**src/rtl/axbar_pkg.sv**
```systemverilog
package axbar_pkg;
  localparam int DATA_W        = 32;
  localparam int SRC_W         = 5;
  localparam int SEL_W         = 4;
  localparam int PORT_CODE_OFS = 16;         // first source code that names a port
  localparam int CTL_WORD_BASE = 16;         // controller registers start at byte 0x40
  localparam logic [SRC_W-1:0] SRC_IDLE = 5'h1F;

  typedef struct packed {
    logic             master;
    logic             d1_tx;
    logic             d2_tx;
    logic [SRC_W-1:0] src;
  } port_cfg_t;

  typedef struct packed {
    logic [SEL_W-1:0] d2_sel;
    logic [SEL_W-1:0] d1_sel;
    logic [SEL_W-1:0] clk_sel;
  } ctl_cfg_t;

  function automatic port_cfg_t word_to_port(input logic [DATA_W-1:0] w);
    port_cfg_t r;
    r.master = w[31];
    r.d1_tx  = w[30];
    r.d2_tx  = w[29];
    r.src    = w[4:0];
    return r;
  endfunction

  function automatic ctl_cfg_t word_to_ctl(input logic [DATA_W-1:0] w);
    ctl_cfg_t r;
    r.d2_sel  = w[31:28];
    r.d1_sel  = w[27:24];
    r.clk_sel = w[3:0];
    return r;
  endfunction

  function automatic logic [DATA_W-1:0] port_to_word(input port_cfg_t c);
    return {c.master, c.d1_tx, c.d2_tx, 24'b0, c.src};
  endfunction

  function automatic logic [DATA_W-1:0] ctl_to_word(input ctl_cfg_t c);
    return {c.d2_sel, c.d1_sel, 20'b0, c.clk_sel};
  endfunction
endpackage

```
**src/rtl/axbar_regs.sv**
```systemverilog
module axbar_regs
  import axbar_pkg::*;
#(
  parameter int N_PORT = 5,
  parameter int N_CTL  = 3,
  parameter int ADDR_W = 8
) (
  input  logic              clk,
  input  logic              rst_n,
  input  logic              wen,
  input  logic [ADDR_W-1:0] addr,
  input  logic [DATA_W-1:0] wdata,
  output logic [DATA_W-1:0] rdata,
  output port_cfg_t         port_cfg [N_PORT],
  output ctl_cfg_t          ctl_cfg  [N_CTL]
);
  localparam int WORD_W = ADDR_W - 2;

  logic [WORD_W-1:0] word;
  logic              aligned, port_hit, ctl_hit;
  port_cfg_t         port_q [N_PORT];
  port_cfg_t         port_d [N_PORT];
  ctl_cfg_t          ctl_q  [N_CTL];
  ctl_cfg_t          ctl_d  [N_CTL];
  logic              unused_wbits;

  assign unused_wbits = ^wdata[23:5];
  assign word     = addr[ADDR_W-1:2];
  assign aligned  = (addr[1:0] == 2'b00);
  assign port_hit = aligned && (word < WORD_W'(N_PORT));
  assign ctl_hit  = aligned && (word >= WORD_W'(CTL_WORD_BASE)) &&
                    (word < WORD_W'(CTL_WORD_BASE + N_CTL));

  // next state
  always_comb begin
    for (int i = 0; i < N_PORT; i++) begin
      port_d[i] = port_q[i];
      if (port_hit && word == WORD_W'(i)) port_d[i] = word_to_port(wdata);
    end
    for (int i = 0; i < N_CTL; i++) begin
      ctl_d[i] = ctl_q[i];
      if (ctl_hit && word == WORD_W'(CTL_WORD_BASE + i)) ctl_d[i] = word_to_ctl(wdata);
    end
  end

  // state, enabled by the write strobe
  always_ff @(posedge clk or negedge rst_n) begin
    if (!rst_n) begin
      for (int i = 0; i < N_PORT; i++) begin
        port_q[i].master <= 1'b0;
        port_q[i].d1_tx  <= 1'b0;
        port_q[i].d2_tx  <= 1'b0;
        port_q[i].src    <= (i < N_CTL) ? SRC_W'(i) : SRC_IDLE;
      end
      for (int i = 0; i < N_CTL; i++) ctl_q[i] <= '0;
    end else if (wen) begin
      port_q <= port_d;
      ctl_q  <= ctl_d;
    end
  end

  // read mux
  always_comb begin
    rdata = '0;
    for (int i = 0; i < N_PORT; i++)
      if (port_hit && word == WORD_W'(i)) rdata = port_to_word(port_q[i]);
    for (int i = 0; i < N_CTL; i++)
      if (ctl_hit && word == WORD_W'(CTL_WORD_BASE + i)) rdata = ctl_to_word(ctl_q[i]);
  end

  assign port_cfg = port_q;
  assign ctl_cfg  = ctl_q;

  logic [N_PORT*8-1:0]  port_flat;
  logic [N_CTL*12-1:0]  ctl_flat;
  always_comb begin
    for (int i = 0; i < N_PORT; i++) port_flat[i*8 +: 8]  = port_q[i];
    for (int i = 0; i < N_CTL; i++)  ctl_flat[i*12 +: 12] = ctl_q[i];
  end

  assert_bad_write_ignored_R3: assert property (@(posedge clk) disable iff (!rst_n)
    (wen && !port_hit && !ctl_hit) |=> ($stable(port_flat) && $stable(ctl_flat)));

  assert_bad_read_zero_R3: assert property (@(posedge clk) disable iff (!rst_n)
    (!port_hit && !ctl_hit) |-> (rdata == '0));

  assert_hold_without_strobe_R4: assert property (@(posedge clk) disable iff (!rst_n)
    !wen |=> ($stable(port_flat) && $stable(ctl_flat)));

  assert_port_unused_bits_zero_R2: assert property (@(posedge clk) disable iff (!rst_n)
    port_hit |-> (rdata[28:5] == '0));
endmodule

```
**src/rtl/axbar_port_mux.sv**
```systemverilog
module axbar_port_mux
  import axbar_pkg::*;
#(
  parameter int N_PORT = 5,
  parameter int N_CTL  = 3
) (
  input  logic              clk,
  input  logic              rst_n,
  input  port_cfg_t         cfg,
  input  logic [N_CTL-1:0]  ctl_clk,
  input  logic [N_CTL-1:0]  ctl_fs,
  input  logic [N_CTL-1:0]  ctl_d1,
  input  logic [N_CTL-1:0]  ctl_d2,
  input  logic [N_PORT-1:0] pin_clk,
  input  logic [N_PORT-1:0] pin_fs,
  input  logic [N_PORT-1:0] pin_d1,
  input  logic [N_PORT-1:0] pin_d2,
  output logic              tx_clk,
  output logic              tx_fs,
  output logic              tx_d1,
  output logic              tx_d2,
  output logic              oe_clk,
  output logic              oe_d1,
  output logic              oe_d2
);
  logic src_ok, s_clk, s_fs, s_d1, s_d2;

  always_comb begin
    {src_ok, s_clk, s_fs, s_d1, s_d2} = '0;
    for (int i = 0; i < N_CTL; i++)
      if (cfg.src == SRC_W'(i))
        {src_ok, s_clk, s_fs, s_d1, s_d2} = {1'b1, ctl_clk[i], ctl_fs[i], ctl_d1[i], ctl_d2[i]};
    for (int q = 0; q < N_PORT; q++)
      if (cfg.src == SRC_W'(PORT_CODE_OFS + q))
        {src_ok, s_clk, s_fs, s_d1, s_d2} = {1'b1, pin_clk[q], pin_fs[q], pin_d1[q], pin_d2[q]};
  end

  assign oe_clk = src_ok & ~cfg.master;
  assign oe_d1  = src_ok & cfg.d1_tx;
  assign oe_d2  = src_ok & cfg.d2_tx;
  assign tx_clk = oe_clk & s_clk;
  assign tx_fs  = oe_clk & s_fs;
  assign tx_d1  = oe_d1 & s_d1;
  assign tx_d2  = oe_d2 & s_d2;

  assert_master_releases_clock_R7: assert property (@(posedge clk) disable iff (!rst_n)
    cfg.master |-> (!oe_clk && !tx_clk && !tx_fs));

  assert_rx_line_quiet_R8: assert property (@(posedge clk) disable iff (!rst_n)
    (!cfg.d1_tx |-> (!oe_d1 && !tx_d1)) and (!cfg.d2_tx |-> (!oe_d2 && !tx_d2)));

  assert_gap_code_quiet_R9: assert property (@(posedge clk) disable iff (!rst_n)
    (((cfg.src >= SRC_W'(N_CTL)) && (cfg.src < SRC_W'(PORT_CODE_OFS))) ||
     (int'(cfg.src) >= PORT_CODE_OFS + N_PORT))
    |-> ({oe_clk, oe_d1, oe_d2, tx_clk, tx_fs, tx_d1, tx_d2} == '0));
endmodule

```
**src/rtl/axbar_ctl_mux.sv**
```systemverilog
module axbar_ctl_mux
  import axbar_pkg::*;
#(
  parameter int N_PORT = 5
) (
  input  logic              clk,
  input  logic              rst_n,
  input  ctl_cfg_t          cfg,
  input  logic [N_PORT-1:0] pin_clk,
  input  logic [N_PORT-1:0] pin_fs,
  input  logic [N_PORT-1:0] pin_d1,
  input  logic [N_PORT-1:0] pin_d2,
  output logic              rx_clk,
  output logic              rx_fs,
  output logic              rx_d1,
  output logic              rx_d2
);
  always_comb begin
    {rx_clk, rx_fs, rx_d1, rx_d2} = '0;
    for (int q = 0; q < N_PORT; q++) begin
      if (cfg.clk_sel == SEL_W'(q)) {rx_clk, rx_fs} = {pin_clk[q], pin_fs[q]};
      if (cfg.d1_sel == SEL_W'(q))  rx_d1 = pin_d1[q];
      if (cfg.d2_sel == SEL_W'(q))  rx_d2 = pin_d2[q];
    end
  end

  assert_clk_sel_out_of_range_R11: assert property (@(posedge clk) disable iff (!rst_n)
    (int'(cfg.clk_sel) >= N_PORT) |-> (!rx_clk && !rx_fs));

  assert_data_sel_out_of_range_R11: assert property (@(posedge clk) disable iff (!rst_n)
    ((int'(cfg.d1_sel) >= N_PORT) |-> !rx_d1) and ((int'(cfg.d2_sel) >= N_PORT) |-> !rx_d2));
endmodule

```
**src/rtl/audio_xbar.sv**
```systemverilog
module audio_xbar
  import axbar_pkg::*;
#(
  parameter int N_PORT = 5,
  parameter int N_CTL  = 3,
  parameter int ADDR_W = 8
) (
  input  logic              clk,
  input  logic              rst_n,
  input  logic              bus_wen,
  input  logic [ADDR_W-1:0] bus_addr,
  input  logic [31:0]       bus_wdata,
  output logic [31:0]       bus_rdata,
  input  logic [N_CTL-1:0]  ctl_tx_clk,
  input  logic [N_CTL-1:0]  ctl_tx_fs,
  input  logic [N_CTL-1:0]  ctl_tx_d1,
  input  logic [N_CTL-1:0]  ctl_tx_d2,
  output logic [N_CTL-1:0]  ctl_rx_clk,
  output logic [N_CTL-1:0]  ctl_rx_fs,
  output logic [N_CTL-1:0]  ctl_rx_d1,
  output logic [N_CTL-1:0]  ctl_rx_d2,
  input  logic [N_PORT-1:0] pin_rx_clk,
  input  logic [N_PORT-1:0] pin_rx_fs,
  input  logic [N_PORT-1:0] pin_rx_d1,
  input  logic [N_PORT-1:0] pin_rx_d2,
  output logic [N_PORT-1:0] pin_tx_clk,
  output logic [N_PORT-1:0] pin_tx_fs,
  output logic [N_PORT-1:0] pin_tx_d1,
  output logic [N_PORT-1:0] pin_tx_d2,
  output logic [N_PORT-1:0] pin_oe_clk,
  output logic [N_PORT-1:0] pin_oe_d1,
  output logic [N_PORT-1:0] pin_oe_d2
);
  port_cfg_t port_cfg [N_PORT];
  ctl_cfg_t  ctl_cfg  [N_CTL];

  axbar_regs #(.N_PORT(N_PORT), .N_CTL(N_CTL), .ADDR_W(ADDR_W)) u_regs (
    .clk(clk), .rst_n(rst_n), .wen(bus_wen), .addr(bus_addr), .wdata(bus_wdata),
    .rdata(bus_rdata), .port_cfg(port_cfg), .ctl_cfg(ctl_cfg)
  );

  for (genvar p = 0; p < N_PORT; p++) begin : g_port
    axbar_port_mux #(.N_PORT(N_PORT), .N_CTL(N_CTL)) u_mux (
      .clk(clk), .rst_n(rst_n), .cfg(port_cfg[p]),
      .ctl_clk(ctl_tx_clk), .ctl_fs(ctl_tx_fs), .ctl_d1(ctl_tx_d1), .ctl_d2(ctl_tx_d2),
      .pin_clk(pin_rx_clk), .pin_fs(pin_rx_fs), .pin_d1(pin_rx_d1), .pin_d2(pin_rx_d2),
      .tx_clk(pin_tx_clk[p]), .tx_fs(pin_tx_fs[p]), .tx_d1(pin_tx_d1[p]), .tx_d2(pin_tx_d2[p]),
      .oe_clk(pin_oe_clk[p]), .oe_d1(pin_oe_d1[p]), .oe_d2(pin_oe_d2[p])
    );
  end

  for (genvar c = 0; c < N_CTL; c++) begin : g_ctl
    axbar_ctl_mux #(.N_PORT(N_PORT)) u_mux (
      .clk(clk), .rst_n(rst_n), .cfg(ctl_cfg[c]),
      .pin_clk(pin_rx_clk), .pin_fs(pin_rx_fs), .pin_d1(pin_rx_d1), .pin_d2(pin_rx_d2),
      .rx_clk(ctl_rx_clk[c]), .rx_fs(ctl_rx_fs[c]), .rx_d1(ctl_rx_d1[c]), .rx_d2(ctl_rx_d2[c])
    );
  end
endmodule

```
**config.mk**
```make
export PLATFORM = sky130hd
export DESIGN_NAME = audio_xbar
export DESIGN_NICKNAME = d
export VERILOG_FILES = /design/src/rtl/axbar_pkg.sv /design/src/rtl/axbar_regs.sv /design/src/rtl/axbar_port_mux.sv /design/src/rtl/axbar_ctl_mux.sv /design/src/rtl/audio_xbar.sv
export SDC_FILE = /design/constraint.sdc
export NUM_CORES = 1
export LEC_CHECK = 0
export ABC_CLOCK_PERIOD_IN_PS = 3650
export CORE_AREA = 2 2 124 126
export DETAILED_ROUTE_END_ITERATION = 16
export DIE_AREA = 0 0 126 128
export GPL_ROUTABILITY_DRIVEN = 0
export GPL_TIMING_DRIVEN = 0
export PLACE_DENSITY = 0.84
export RECOVER_POWER = 100
export SYNTH_ARGS = -nofsm -noshare
export SYNTH_HDL_FRONTEND = slang
export SYNTH_SLANG_ARGS = --single-unit
```
**constraint.sdc**
```tcl
create_clock -name clk -period 3.65 [get_ports clk]
set_input_delay 0.73 -clock clk [delete_from_list [all_inputs] [get_ports clk]]
set_output_delay 0.73 -clock clk [all_outputs]
set_load 0.01 [all_outputs]
```
==> impl_results.md <==
* Core area at roughly 15000 sq um
* Max clock buf depth at 2
* P&R area growth vs syn at 26.96%
* Cell Pwr Density at roughly 300 nW/um^2
* Seq/Total Area, Yosys at 0.2748
* Area of placed instances at between 8000 and 9000 sq um
* Die height at ~130 um
* Worst-Margin Slew at 1465 ps
* Cells after Synth at ~770
* R2r setup slk at about 2100 ps
* CTS root buf: clkbuf_16
* Leakage at 3.845 nW
* Commonest cells after routing, fill and taps aside: 80 x mux2_2, 75 x buf_4, 64 x dfrtp_1, 60 x nor2_1, 53 x clkdlybuf4s50_1
* Via count of the routed design at around 7000
* Post-synth ARST share at 1.000
* F_max at ~0.27 GHz
* CTS Buf Count at 9
* CP required at just under 3000 ps
* Total grt overflow at 0
* Worst vdd ir at approximately 0.0002 V
* Synth top area cells: dfrtp_1 23%, mux2_2 13%, mux2i_1 7.3%
* Ports at about 150
* Worst Setup Slack, final at -90.95 ps
* Initial Util at 0.4692
* Min Tclk post-route at around 3700 ps
* H-tree levels at 3
* WL/cell at about 21 um
* Fraction of layout cells with a size suffix above 1 at 0.2626
* Die area at 16130 sq um
* Worst-path maximum fanout at 4
* Routed Antenna Nets at 0
* Number of distinct library cells after synthesis at a little over 70
* HP Start: u_regs.ctl_cfg[19]$_DFFE_PN0P_
* Via-to-Cell Ratio at ~6.4
* Area leader, netlist: dfrtp_1
* Site row count at 45
* Failing checks: setup timing
* Slew Limit Fails at 0
* Fin crit share at 1.025
* Initial antenna violation count at 0
* Synth Area in Compound Gates at 0.1720
* Count of final setup violators at 6
* Chip width at 126 um
* Hold Path Class: reg2reg
* Hold EP: u_regs.ctl_cfg[19]$_DFFE_PN0P_
* Post-synth EDFFs at 0
* Worst hold stages at 1
* Layout Nets at between 900 and 1000
* Post-Synth Simple-Gate Area at 0.1982
* Max_slew headroom at 0.02313
* Final Cell Area at approximately 8900 sq um
* Synth Area in Adders at 0
* Pre-antenna DRT Iters at 7
* Largest family of logic cells by synthesized area: multiplexers
* Vias in the first global route at 6680
* XOR/XNOR share of the synthesized area at 0
* Worst-skew pair later-pin latency at 350 ps
* CTS tree: yes
* Area of the mapped netlist at approximately 7000 sq um
* Top_reg_cell synth: dfrtp_1
* RSZ-0062 raised after global routing: true
* Worst R2R Start: u_regs.port_cfg[12]$_DFFE_PN1P_
* Max-cap check violation count at 0
* Diode count at 0
* Startpoint types: input pin
* Mean Syn Cell Area at 9.034 sq um
* Initial DRC count at approximately 800
* Mux contribution to synthesized area at 0.2427
* Worst setup path class: in2out
* DRC Markers at 0
* Top cell type's share of synthesized area at 0.2296
* Worst reg2reg path depth at 3
* Worst EP arrival at 3010 ps
* Commonest non-fill, non-tap cell in the layout: mux2_2
* Status: finished with violations
* Final core utilization at 0.5957
* CTS Sinks at 76
* Yosys reg bits at 76
* First-pass GRT wire length at roughly 37000 um
* Design Power at between 2 and 3 mW
* Skew final at 0 ps
* Pin count of the biggest net entering global routing at 57
* Final wirelength at approximately 24000 um
* GRT Total Usage at 0.2918
* IO buf count at approximately 110
* CP endpoint kind: output port
* Syn. warnings at 0
* Final Hold Vio Count at 0
* Clock slew seen by the registers of the worst setup and hold paths at 60 ps
* Dpl hpwl at 16760 um
* Worst r2r dst: u_regs.port_cfg[12]$_DFFE_PN1P_
## cell usage after synthesis (4+ instances only)
master	n
nor2_1	59
inv_1	17
mux2i_1	51
nor4bb_1	6
nor4b_1	4
a22oi_1	6
a2bb2oi_1	11
o2bb2ai_1	9
o21a_1	5
dfstp_2	12
a21o_1	4
o21ai_0	35
mux2_2	81
mux4_2	12
a211oi_1	9
a21oi_1	41
nand2_1	25
nand2b_1	14
a31oi_1	6
dfrtp_1	64
nor3_1	17
o31ai_1	5
buf_2	10
and3_1	8
and2_1	5
clkbuf_1	41
nor3b_1	17
or3_1	4
o22ai_1	10
buf_4	66
buf_1	4
nand3b_1	18
nand3_1	14
nor2b_1	15
a221oi_1	7
## worst max path at each step
stage	from	endpoint	slack [ps]	cells after the start
2_1_floorplan	bus_addr[3]	bus_rdata[0]	890	6
3_3_place_gp	rst_n	u_regs.port_cfg[34]$_DFFE_PN0P_	-800	1
3_5_place_dp	bus_addr[3]	bus_rdata[0]	-590	8
4_1_cts	ctl_tx_fs[2]	pin_tx_fs[0]	0.8	7
5_1_grt	u_regs.port_cfg[33]$_DFFE_PN0P_	pin_tx_clk[0]	-120	7
6_report	bus_addr[7]	bus_rdata[0]	-90	8
## registers in the layout (all words and copies together) (netlist names)
signal and flops:
u_regs.port_cfg 40, u_regs.ctl_cfg 36
## power breakdown
part | switching, mW | total, mW | internal [mW]
Clock | 0.372 | 0.992 | 0.620
Sequential | 0.0484 | 0.934 | 0.885
Combinational | 0.378 | 0.750 | 0.372
## logic make-up after synthesis
kind of cell           count (synthesis)
flip-flops                            76
multiplexers                         144
AO/OA/AOI/OAI                        177
other                                  1
buffers and inverters                138
AND/OR/NAND/NOR                      236
## repair_timing
action | CTS | global route
pin swaps | 2 | 2
hold buffers | 0 | 0
buffers inserted | 4 | 9
gates cloned | 0 | 0
setup endpoints to repair | 24 | 27
resized for setup | 47 | 52
## area by class of cell
class | count | area (sq um)
Clock inverter | 5 | 82.58
Fill cell | 1258 | 6010
Tap cell | 188 | 235.2
Sequential cell | 76 | 1917
Buffer | 117 | 729.5
Inverter | 17 | 63.81
Clock buffer | 11 | 242.7
Multi-Input combinational cell | 576 | 4392
Timing Repair Buffer | 127 | 1192
## per-layer routing
layer / track usage / wire, um / vias to the layer above
met5: 0 / 0 / -
met3: 0.06678 / 3047 / 118
met1: 0.3894 / 9131 / 3338
li1: - / - / 3093
met2: 0.4475 / 10420 / 559
met4: 0.1441 / 1348 / 0
## worst max-delay path: stages
cell	delay, ps
dlygate4sd3_1	610
or4_4	560
nor3_4	230
clkbuf_4	200
buf_4	100
a2bb2oi_1	90
o22ai_1	200
dlygate4sd2_1	300
## through the flow
step	setup slack (ps)	std cells	hold WS, ps	TNS [ps]
after floorplan	888.5	790	434.4	0
after global routing	-120.1	1117	550.1	-987.4
after CTS	0.7792	1110	276.1	0
after global placement	-804.6	1091	513.5	-58670
final	-90.95	1117	537.2	-382.3
after detailed placement	-588.5	1092	520.7	-7501
No activity file was read; power rests on OpenSTA's default activity.
